### src/rtl/hpc_pkg.sv
package hpc_pkg;

  typedef struct packed {
    logic [2:0] hi;
    logic [2:0] lo;
  } bridge_t;

  // Sector decode; bit k-1 is phase k, hall = {IN3,IN2,IN1}.
  function automatic bridge_t hall_decode(input logic [2:0] hall, input logic reverse);
    bridge_t b;
    case (hall)
      3'b101:  b = '{hi: 3'b010, lo: 3'b001};
      3'b001:  b = '{hi: 3'b100, lo: 3'b001};
      3'b011:  b = '{hi: 3'b100, lo: 3'b010};
      3'b010:  b = '{hi: 3'b001, lo: 3'b010};
      3'b110:  b = '{hi: 3'b001, lo: 3'b100};
      3'b100:  b = '{hi: 3'b010, lo: 3'b100};
      default: b = '{hi: 3'b000, lo: 3'b000};
    endcase
    if (reverse) b = '{hi: b.lo, lo: b.hi};
    return b;
  endfunction

endpackage

### src/rtl/hpc_carrier.sv
module hpc_carrier #(
  parameter int CNT_W     = 8,
  parameter int BLANK_CYC = 8
) (
  input  logic             clk,
  input  logic             rst_n,
  input  logic             tick_i,
  input  logic [CNT_W-1:0] period_i,
  input  logic [CNT_W-1:0] duty_i,
  input  logic             locked_i,
  input  logic             ilim_i,
  output logic             raw_o,
  output logic             wrap_o,
  output logic             gate_o
);
  localparam int BW = $clog2(BLANK_CYC + 1);
  localparam logic [BW-1:0] BLANK_MAX = BW'(BLANK_CYC);

  function automatic logic [CNT_W-1:0] eff_duty(input logic [CNT_W-1:0] d,
                                                input logic [CNT_W-1:0] p,
                                                input logic             half);
    logic [CNT_W-1:0] x;
    x = half ? (d >> 1) : d;
    return (x > p) ? p : x;
  endfunction

  logic [CNT_W-1:0] cnt_q;
  logic [BW-1:0]    blank_q;
  logic             cut_q;
  logic             armed;

  assign wrap_o = tick_i && (cnt_q >= period_i);
  assign raw_o  = cnt_q < eff_duty(duty_i, period_i, locked_i);
  assign armed  = (blank_q == BLANK_MAX);
  assign gate_o = raw_o && !cut_q;

  always_ff @(posedge clk or negedge rst_n) begin
    if (!rst_n) begin
      cnt_q   <= '0;
      blank_q <= '0;
      cut_q   <= 1'b0;
    end else begin
      if (tick_i) cnt_q <= wrap_o ? '0 : cnt_q + 1'b1;
      if (!raw_o)       blank_q <= '0;
      else if (!armed)  blank_q <= blank_q + 1'b1;
      if (wrap_o)                          cut_q <= 1'b0;
      else if (raw_o && ilim_i && armed)   cut_q <= 1'b1;
    end
  end
endmodule

### src/rtl/hpc_commutate.sv
module hpc_commutate
  import hpc_pkg::*;
(
  input  logic [2:0] hall_i,
  input  logic       stop_i,
  input  logic       brake_i,
  input  logic       coast_sel_i,
  input  logic       fault_i,
  input  logic       gate_i,
  output bridge_t    req_o
);
  logic    illegal;
  logic    all_off;
  bridge_t sector;

  assign illegal = (hall_i == 3'b000) || (hall_i == 3'b111);
  assign all_off = stop_i || illegal || (brake_i && coast_sel_i);
  assign sector  = hall_decode(hall_i, brake_i && !coast_sel_i);

  always_comb begin
    req_o.hi = all_off ? 3'b000 : sector.hi;
    req_o.lo = (all_off || fault_i) ? 3'b000 : (sector.lo & {3{gate_i}});
  end
endmodule

### src/rtl/hpc_deadtime.sv
module hpc_deadtime #(
  parameter int DT_W = 4
) (
  input  logic            clk,
  input  logic            rst_n,
  input  logic            req_hi_i,
  input  logic            req_lo_i,
  input  logic [DT_W-1:0] dead_i,
  output logic            hi_o,
  output logic            lo_o
);
  logic [DT_W-1:0] dt_q;
  logic            last_lo_q;
  logic            hi_ok;
  logic            lo_ok;

  assign hi_ok = req_hi_i && !lo_o && ((dt_q == '0) || !last_lo_q);
  assign lo_ok = req_lo_i && !hi_o && ((dt_q == '0) ||  last_lo_q);

  always_ff @(posedge clk or negedge rst_n) begin
    if (!rst_n) begin
      hi_o      <= 1'b0;
      lo_o      <= 1'b0;
      dt_q      <= '0;
      last_lo_q <= 1'b0;
    end else begin
      hi_o <= hi_ok;
      lo_o <= lo_ok;
      if (hi_o && !hi_ok) begin
        dt_q      <= dead_i;
        last_lo_q <= 1'b0;
      end else if (lo_o && !lo_ok) begin
        dt_q      <= dead_i;
        last_lo_q <= 1'b1;
      end else if (dt_q != '0) begin
        dt_q <= dt_q - 1'b1;
      end
    end
  end
endmodule

### src/rtl/hall_pwm_commutator.sv
module hall_pwm_commutator
  import hpc_pkg::*;
#(
  parameter int CNT_W     = 8,
  parameter int DT_W      = 4,
  parameter int BLANK_CYC = 8
) (
  input  logic             clk,
  input  logic             rst_n,
  input  logic [2:0]       hall_i,
  input  logic             carrier_tick_i,
  input  logic [CNT_W-1:0] period_i,
  input  logic [CNT_W-1:0] duty_i,
  input  logic             locked_i,
  input  logic             stop_i,
  input  logic             brake_i,
  input  logic             coast_sel_i,
  input  logic             ilim_trip_i,
  input  logic             flt_therm_i,
  input  logic             flt_uv_i,
  input  logic             flt_lockprot_i,
  input  logic [DT_W-1:0]  dead_i,
  output logic [2:0]       hi_en_o,
  output logic [2:0]       lo_en_o
);
  localparam int PHASES = 3;

  logic    pwm_raw;
  logic    pwm_gate;
  logic    carrier_wrap;
  logic    any_fault;
  bridge_t req;

  assign any_fault = flt_therm_i || flt_uv_i || flt_lockprot_i;

  hpc_carrier #(.CNT_W(CNT_W), .BLANK_CYC(BLANK_CYC)) u_carrier (
    .clk      (clk),
    .rst_n    (rst_n),
    .tick_i   (carrier_tick_i),
    .period_i (period_i),
    .duty_i   (duty_i),
    .locked_i (locked_i),
    .ilim_i   (ilim_trip_i),
    .raw_o    (pwm_raw),
    .wrap_o   (carrier_wrap),
    .gate_o   (pwm_gate)
  );

  hpc_commutate u_commutate (
    .hall_i      (hall_i),
    .stop_i      (stop_i),
    .brake_i     (brake_i),
    .coast_sel_i (coast_sel_i),
    .fault_i     (any_fault),
    .gate_i      (pwm_gate),
    .req_o       (req)
  );

  for (genvar p = 0; p < PHASES; p++) begin : g_phase
    hpc_deadtime #(.DT_W(DT_W)) u_dt (
      .clk      (clk),
      .rst_n    (rst_n),
      .req_hi_i (req.hi[p]),
      .req_lo_i (req.lo[p]),
      .dead_i   (dead_i),
      .hi_o     (hi_en_o[p]),
      .lo_o     (lo_en_o[p])
    );
  end
endmodule

### config.mk
export PLATFORM = sky130hd
export DESIGN_NAME = hall_pwm_commutator
export DESIGN_NICKNAME = d
export VERILOG_FILES = /design/src/rtl/hpc_pkg.sv /design/src/rtl/hpc_carrier.sv /design/src/rtl/hpc_commutate.sv /design/src/rtl/hpc_deadtime.sv /design/src/rtl/hall_pwm_commutator.sv
export SDC_FILE = /design/constraint.sdc
export NUM_CORES = 1
export LEC_CHECK = 0
export ABC_AREA = 1
export BUFFER_PORTS_ARGS = -buffer_cell sky130_fd_sc_hd__buf_2
export CELL_PAD_IN_SITES_DETAIL_PLACEMENT = 0
export CELL_PAD_IN_SITES_GLOBAL_PLACEMENT = 1
export CORE_MARGIN = 1.5
export CORE_UTILIZATION = 45
export DETAILED_ROUTE_END_ITERATION = 10
export GPL_TIMING_DRIVEN = 0
export HOLD_SLACK_MARGIN = 0.05
export PLACE_DENSITY = 0.83
export SLEW_MARGIN = 10
export SYNTH_ARGS = -nofsm -noshare
export SYNTH_HDL_FRONTEND = slang
export SYNTH_SLANG_ARGS = --single-unit
### constraint.sdc
create_clock -name clk -period 3.5 [get_ports clk]
set_input_delay 0.7 -clock clk [delete_from_list [all_inputs] [get_ports clk]]
set_output_delay 0.7 -clock clk [all_outputs]
set_load 0.01 [all_outputs]
==> results of run 1 <==
==> worst max path at each step <==
stage / start / endpoint / slack [ns] / cells past startpoint
after CTS: locked_i / g_phase[1].u_dt.dt_q[1] / 0.001 / 25
final: locked_i / g_phase[1].u_dt.dt_q[1] / 0.16 / 21
after floorplan: locked_i / g_phase[0].u_dt.dt_q[0] / 0.03 / 21
after detailed placement: locked_i / g_phase[1].u_dt.dt_q[1] / -0.74 / 22
after global routing: locked_i / g_phase[1].u_dt.dt_q[1] / -0.03 / 21
after global placement: locked_i / g_phase[1].u_dt.dt_q[1] / -0.74 / 22
==> Yosys cell counts, types with 2 or more instances <==
cell       count  area share, %
nor2_2         6            1.4
nand2_1       81             11
ha_1          29             13
o21ai_1        2           0.37
clkinv_1       2           0.28
a21oi_1       14            2.6
xor2_1         6            1.9
nand3_1       24            4.4
nand4_1        5            1.2
dfrtp_1       34             31
a2111oi_2      3            1.7
inv_2         10            1.4
buf_4          6            1.7
clkinv_2       3           0.55
nand2_4        3            1.2
nor2_1        23            3.2
xnor2_1        3           0.97
nor4_1         3           0.69
clkbuf_1       2           0.28
inv_1         60            8.3
nand2_2        6            1.4
nor3_1         5           0.92
o21ai_0       33            6.1
==> final cells by class <==
cell class | count | area (um2) | share of cell area [%]
clock inverter | 2 | 12.5 | 0.378
clock buffer | 6 | 82.6 | 2.49
buffer | 8 | 75.1 | 2.27
inverter | 75 | 285 | 8.61
tap | 75 | 93.8 | 2.83
multi-input combinational | 257 | 1630 | 49.3
timing repair buffer | 45 | 280 | 8.46
sequential | 34 | 851 | 25.7
==> power by group <==
part | switching (mW) | total (mW) | internal (mW)
registers | 0.111 | 0.639 | 0.528
logic | 0.491 | 0.884 | 0.392
clock network | 0.149 | 0.307 | 0.158
==> repair_timing <==
action,CTS,global route
resized for setup,13,35
setup buffers,3,2
hold buffers,0,0
endpoints found under the setup margin,23,16
cloned,0,1
pin swaps,12,16
==> metrics by stage <==
step | util [%] | setup slack [ns] | instance area, um2 | hold WS, ns | total power [mW]
4_1_cts | 53.7 | 0.00101 | 3160 | 0.507 | 1.81
2_1_floorplan | - | 0.0302 | 2720 | 0.404 | 1.29
3_3_place_gp | 51.1 | -0.743 | 3010 | 0.494 | 1.45
6_report | 56.3 | 0.155 | 3310 | 0.481 | 1.83
3_5_place_dp | 51.1 | -0.738 | 3010 | 0.501 | 1.48
5_1_grt | 56.3 | -0.0328 | 3310 | 0.538 | 2.04
==> metal layers <==
| metal | GRT usage (%) | part of all wire, % |
|---|---|---|
| met3 | 3.48 | 3.1 |
| met4 | 4.66 | 0.78 |
| met2 | 28.0 | 45 |
| met5 | 0 | 0 |
| met1 | 27.1 | 52 |
==> state kept, by name, indices dropped and copies added, names as in the netlist <==
signal / flops
g_phase.u_dt.dt_q: 12
g_phase.u_dt.hi_o: 3
g_phase.u_dt.last_lo_q: 3
g_phase.u_dt.lo_o: 3
u_carrier.blank_q: 4
u_carrier.cnt_q: 8
u_carrier.cut_q: 1
==> placed cells by master, fill, tap and decap left out, types with 2 or more instances in the layout <==
cell       instances
clkinv_1           2
xor2_1             6
o21ai_4            3
nor2_1            20
nor4_1             3
buf_8              2
nand2_4            4
buf_6              2
buf_4              9
a21oi_1           12
nand2_2           12
inv_1             60
nand3_1           24
nand4_1            5
o21ai_2            4
nor3_1             5
nor2_2             8
nand2_1           74
inv_2             10
dfrtp_1           34
a2111oi_2          3
clkbuf_8           6
a21oi_2            2
o21ai_1            3
buf_2             38
nor2_4             2
xnor2_1            3
o21ai_0           25
ha_1              28
clkinv_2           4
==> kinds of logic (layout without fill, tap and decap cells) <==
family                     Yosys count  after routing  synth area share, %
xor gates and xnor gates             9              9                 2.90
DFF                                 34             34                 31.3
AOI/OAI and AO/OA                   58             58                 12.7
muxes                                1              1                0.368
and+or+nand+nor                    160            160                 26.9
adders and majority gates           29             29                 13.3
buffers and inverters               83            136                 12.4
==> critical path, delay by kind of cell <==
kind | cells | cell delay, ns
AOI/OAI and AO/OA | 4 | 0.59
and+or+nand+nor | 11 | 1.23
adders and majority gates | 2 | 0.54
buffers and inverters | 4 | 0.46
==> results.md, run 1 <==
- Worst Tran Pin Value: 0.761 ns
- Clk buf depth: 2
- Crit Path Category: in2reg
- Final setup viols: 0
- # rows: 28
- Die Ht: 80.7 um
- Cells on worst reg2reg path: 11
- Share of layout cells above drive strength 1: 27.2%
- Worst setup EP type: flop
- Endpoints failing hold: 0
- RSZ-0062 raised after global routing: yes
- CTS H-tree depth: 2
- Synth Flop Type: dfrtp_1
- RD Place Congestion: 0.779
- Routed via count: 2389
- Post-Route WL: 5.67 mm
- Hold/Removal Path Class: in2async
- Drt pass-1 iters: 4
- F_max: 0.299 GHz
- Critical Path RT: 3.68 ns
- Critical Path AT: 3.53 ns
- Gr usage total: 18.5%
- Yosys warnings: 0
- Post-DP HPWL: 4.43 mm
- First-pass GRT wire length: 9.34 mm
- Register bit total from synthesis: 34
- Critical Path Max Stage Delay: 0.28 ns
- R2R Setup Slk: 1.44 ns
- Worst skew pair latency: 0.29 ns
- Pwr/cell area: 552 nW/um2
- WL/cell: 11.3 um
- Ports: 40
- # diodes: 0
- Root buffer cell: clkbuf_8
- Area Growth Syn to Fin: 21.9%
- Port Buf Inserts: 39
- Yosys cell types: 34
- Crit path max fanout: 8
- Initial cell density of the core: 46.2%
- Fin cells: 502
- Post-route ant nets: 0
- Skew final: 0.00812 ns
- Fin crit share: 95.6%
- P_leak: 1.79 nW
- Reg2reg end: g_phase[1].u_dt.dt_q[1]
- Max stage delay cell, worst path: ha_1
- Largest net degree at the start of global routing: 35
- Relative slew margins: 49.3%
- Syn Area/Cell: 7.27 um2
- Cells after Synth: 374
- CTS tree: yes
- CTS Sinks: 34
- Num CTS Buffers: 5
- Vias per cell: 4.76
- Die Span X: 80.7 um
- Sequential element share of the synthesized area: 31.3%
- Core box area: 5890 um2
- Total gr overflow: 0
- CP Cell Sequence: buf_12, clkbuf_16, o21ai_4, inv_1, ha_1, nand2_2, nor2_4, nand4_1, nand2_4, buf_8, nand2_2, o21ai_2, ha_1, a21oi_2, nor2_2, a211oi_4, nand4_1, nand2_2, nand2_4, nand2_2, nand2_2
- Die ar.: 6520 um2
- Critical Path Start Type: input port
- Synthesized Nets: 437
- Slew Limit Fails: 0
- Initial DRC Count: 91
- Max-cap violations: 0
- Post-synth EDFFs: 0
- Tmin final: 3.34 ns
- Fin nets: 489
- Vias in the first global route: 2103
- Placed Instances: 488
- Worst path most repeated cell: nand2_2
- Initial antenna violation count: 0
- Maximum vdd drop: 0.339 mV
- TNS Setup: 0 ns
- Remaining DRCs: 0
- Synthesized area: 2720 um2
- Layout fillers: 591
- Reg clk slew, reported paths: 0.08 ns
- Synth async-reset ratio: 100%
- Reg2reg start: g_phase[1].u_dt.dt_q[0]
- Status: completed
(Power assumes the default switching activity.)
==> run 2: changes to the inputs <==
--- a/config.mk
+++ b/config.mk
@@ -5,16 +5,16 @@
 export SDC_FILE = /design/constraint.sdc
 export NUM_CORES = 1
 export LEC_CHECK = 0
-export ABC_AREA = 1
 export BUFFER_PORTS_ARGS = -buffer_cell sky130_fd_sc_hd__buf_2
 export CELL_PAD_IN_SITES_DETAIL_PLACEMENT = 0
 export CELL_PAD_IN_SITES_GLOBAL_PLACEMENT = 1
 export CORE_MARGIN = 1.5
 export CORE_UTILIZATION = 45
+export CTS_BUF_LIST = sky130_fd_sc_hd__clkbuf_4 sky130_fd_sc_hd__clkbuf_8
 export DETAILED_ROUTE_END_ITERATION = 10
 export GPL_TIMING_DRIVEN = 0
 export HOLD_SLACK_MARGIN = 0.05
-export PLACE_DENSITY = 0.83
+export PLACE_DENSITY = 0.79
 export SLEW_MARGIN = 10
 export SYNTH_ARGS = -nofsm -noshare
 export SYNTH_HDL_FRONTEND = slang
==> constraint.sdc (replaced) <==
create_clock -name clk -period 3.5 [get_ports clk]
set_input_delay 1.05 -clock clk [delete_from_list [all_inputs] [get_ports clk]]
set_output_delay 1.05 -clock clk [all_outputs]
set_load 0.01 [all_outputs]
==> run 2 against run 1 <==
Net effect: the run now ends with negative setup slack left; critical path depth is 4 lower; synthesized cell count is 12% lower; count of clock-buffer cells in the layout stayed put; die area is 6.8% higher; total power is 19% higher; first-iteration DRC count is 26% lower; combinational power is 28% higher; cell count is 7.0% lower; wire length is 22% higher; via count is 11% higher; final area is 16% higher; sequential share of layout area is 3.6 points lower; critical path type unchanged; critical endpoint is now g_phase[1].u_dt.dt_q[0].
==> results.md, run 2 <==
- Status: finished, violations left (was completed)
- Failing checks: negative setup slack
- Post-CTS Hold Fix Bufs: 0 (unchanged)
- Yosys cell types: 57 (was 34)
- Top cell type's share of synthesized area: 29.2% (was 31.3%)
- Die Ht: 83.4 um (was 80.7 um)
- Final setup viols: 23 (was 0)
- Final setup margin: -0.620 ns (was 0.155 ns)
- CTS Sinks: 34 (unchanged)
- RD Place Congestion: 0.853 (was 0.779)
- Root buffer cell: clkbuf_8 (unchanged)
- First-pass GRT wire length: 11.8 mm (was 9.34 mm)
- GR met1 Demand/Resource: 23.9% (was 27.1%)
- Critical Path Start Type: input port (unchanged)
- Fin nets: 453 (was 489)
- Synthesized area: 2910 um2 (was 2720 um2)
- Yosys warnings: 0 (unchanged)
- Die ar.: 6960 um2 (was 6520 um2)
- F_max: 0.243 GHz (was 0.299 GHz)
- Vias in the first global route: 2610 (was 2103)
- # diodes: 0 (unchanged)
- Core box area: 6310 um2 (was 5890 um2)
- Die Span X: 83.4 um (was 80.7 um)
- M3 GR Usage: 3.08% (was 3.48%)
- Port Buf Inserts: 35 (was 39)
- Fin cells: 467 (was 502)
- Critical Path AT: 4.29 ns (was 3.53 ns)
- Post-synth EDFFs: 0 (unchanged)
- Post-synth top cells: dfrtp_1, nor2_1, ha_1, inv_1, a21oi_1 (was nand2_1, inv_1, dfrtp_1, o21ai_0, ha_1)
- Leading post-synthesis cells by cell area: dfrtp_1, ha_1, nor2_1 (was dfrtp_1, ha_1, nand2_1)
- Pwr/cell area: 566 nW/um2 (was 552 nW/um2)
- Tmin final: 4.12 ns (was 3.34 ns)
- Fin crit share: 118% (was 95.6%)
- Worst Tran Pin Value: 0.770 ns (was 0.761 ns)
- Layout Utilization: 61.1% (was 56.3%)
- Hold/Removal Path Class: reg2reg (was in2async)
- Initial cell density of the core: 46.1% (was 46.2%)
- Met2 usage: 39.1% (was 28.0%)
- Largest Register: g_phase.u_dt.dt_q (unchanged)
- Maximum vdd drop: 0.319 mV (was 0.339 mV)
- P_leak: 1.75 nW (was 1.79 nW)
- CTS tree: yes (unchanged)
- Sequential element share of the synthesized area: 29.2% (was 31.3%)
- Synthesized Nets: 393 (was 437)
- Synth async-reset ratio: 100% (unchanged)
- # rows: 29 (was 28)
- Largest registers: g_phase.u_dt.dt_q (12), u_carrier.cnt_q (8), u_carrier.blank_q (4) (unchanged)
- Ports: 40 (unchanged)
- Worst setup EP type: flop (unchanged)
- Slew Limit Fails: 0 (unchanged)
- Largest register FFs: 12 (unchanged)
- Endpoints failing hold: 0 (unchanged)
- Crit Path Category: in2reg (unchanged)
- CTS H-tree depth: 2 (unchanged)
- Largest net degree at the start of global routing: 35 (unchanged)
- Vias per cell: 5.66 (was 4.76)
- Placed Instances: 442 (was 488)
- Cells after Synth: 330 (was 374)
- Max-cap violations: 0 (unchanged)
- Routed via count: 2641 (was 2389)
- WL/cell: 14.8 um (was 11.3 um)
- Gr usage total: 20.7% (was 18.5%)
- Drt pass-1 iters: 4 (unchanged)
- Worst skew pair latency: 0.29 ns (about the same)
- Critical Path RT: 3.67 ns (was 3.68 ns)
- Post-Route WL: 6.91 mm (was 5.67 mm)
- Initial antenna violation count: 0 (unchanged)
- Share of layout cells above drive strength 1: 34.6% (was 27.2%)
- RSZ-0062 raised after global routing: yes (unchanged)
- GR peak layer: met2 (unchanged)
- Total gr overflow: 0 (unchanged)
- Layout fillers: 568 (was 591)
- Area Growth Syn to Fin: 32.5% (was 21.9%)
- Relative slew margins: 48.7% (was 49.3%)
- Commonest non-fill, non-tap cell in the layout: buf_2 (was nand2_1)
- Num CTS Buffers: 5 (unchanged)
- Remaining DRCs: 0 (unchanged)
- Cell taking the most area after synthesis: dfrtp_1 (unchanged)
- Crit path max fanout: 8 (unchanged)
- Reg clk slew, reported paths: 0.07 ns (was 0.08 ns)
- Initial DRC Count: 67 (was 91)
- Clk buf depth: 2 (unchanged)
- Synth Flop Type: dfrtp_1 (unchanged)
- Post-route ant nets: 0 (unchanged)
- Syn Area/Cell: 8.82 um2 (was 7.27 um2)
- Skew final: 0.00803 ns (was 0.00812 ns)
- Post-DP HPWL: 5.26 mm (was 4.43 mm)
- Register bit total from synthesis: 34 (unchanged)
- Most frequent cells in the layout: buf_2, dfrtp_1, nor2_1 (was nand2_1, inv_1, buf_2)
## run 2: changes by cell type in the layout (fill, tap and decap cells not counted), sizes merged, moves of 7 or more
| cell | previous run | this run |
|---|---|---|
| nand3 | 24 | 8 |
| nand2 | 90 | 15 |
| inv | 70 | 27 |
| a221oi | 0 | 10 |
| nor3 | 5 | 12 |
| a21oi | 14 | 25 |
| a21o | 1 | 10 |
| mux2i | 1 | 11 |
| o21ai | 35 | 11 |
| nor2b | 0 | 8 |
| buf | 52 | 65 |
## run 2: final timing paths
path | slack (ns) | endpoint | depth (start not counted) | startpoint
worst max-delay path | -0.62 | g_phase[1].u_dt.dt_q[0] | 17 | locked_i
worst min-delay path | 0.52 | g_phase[2].u_dt.last_lo_q | 1 | g_phase[2].u_dt.hi_o
worst max register to register | 0.99 | g_phase[1].u_dt.dt_q[2] | 8 | g_phase[1].u_dt.dt_q[0]
worst min register to register | 0.52 | g_phase[2].u_dt.last_lo_q | 1 | g_phase[2].u_dt.hi_o
max in group asynchronous | 2.18 | u_carrier.cnt_q[7] | 1 | rst_n
min in group asynchronous | 0.84 | g_phase[0].u_dt.dt_q[1] | 1 | rst_n
## run 2: final cells by class
| cell class | instances | area, um2 | area share, % |
|---|---|---|---|
| sequential | 34 | 851 | 22.1 |
| buffer | 13 | 110 | 2.86 |
| tap | 77 | 96.3 | 2.50 |
| inverter | 27 | 101 | 2.63 |
| clock inverter | 1 | 30.0 | 0.779 |
| multi-input combinational | 255 | 2250 | 58.4 |
| timing repair buffer | 54 | 334 | 8.66 |
| clock buffer | 6 | 82.6 | 2.14 |
## run 2: kinds of logic (layout without fill, tap and decap cells)
| group | count (synthesis) | count (layout) | share of synthesized area, % |
|---|---|---|---|
| AO/OA/AOI/OAI | 90 | 90 | 22.1 |
| XOR/XNOR | 9 | 9 | 2.71 |
| adder cells (fa/ha/maj) | 29 | 29 | 12.5 |
| buffers and inverters | 41 | 101 | 6.66 |
| flip-flops | 34 | 34 | 29.2 |
| multiplexers | 17 | 17 | 6.10 |
| AND/OR/NAND/NOR | 110 | 110 | 20.7 |
## run 2: worst max-delay path, stage by stage
cell	delay [ns]
clkbuf_16	0.14
mux2_4	0.32
ha_4	0.27
and4_1	0.21
nand2b_4	0.13
a21o_1	0.11
and2_4	0.22
mux2i_1	0.23
ha_1	0.30
a21oi_2	0.18
a21oi_2	0.07
a211oi_2	0.14
buf_4	0.16
and3_4	0.25
buf_12	0.12
a21oi_4	0.06
a221o_1	0.33
## run 2: where the power goes
| group | switching [mW] | internal (mW) |
|---|---|---|
| sequential | 0.138 | 0.537 |
| combinational | 0.556 | 0.578 |
| clock | 0.146 | 0.228 |
| total | 0.840 | 1.34 |
## run 2: metrics by stage
step	power [mW]	hold slack, ns	worst slack (ns)	area (um2)	TNS (ns)
after floorplan	1.40	0.476	-0.654	3130	-11.92
after global placement	1.59	0.514	-1.00	3400	-20.36
after detailed placement	1.61	0.525	-1.05	3400	-21.31
after CTS	2.13	0.525	-0.540	3750	-9.57
after global routing	2.37	0.542	-0.735	3860	-13.78
final	2.18	0.518	-0.620	3860	-11.30
## run 2: routing by layer
layer / routed length, um / part of all wire, %
met5: 0 / 0
met2: 3680 / 53
met1: 2950 / 43
met4: 120 / 1.7
met3: 159 / 2.3
## run 2: timing repair
action                     4_1_cts  5_1_grt
pin swaps                       18       17
gates resized for setup         26        9
buffers inserted                12        7
setup endpoints to repair       23       23
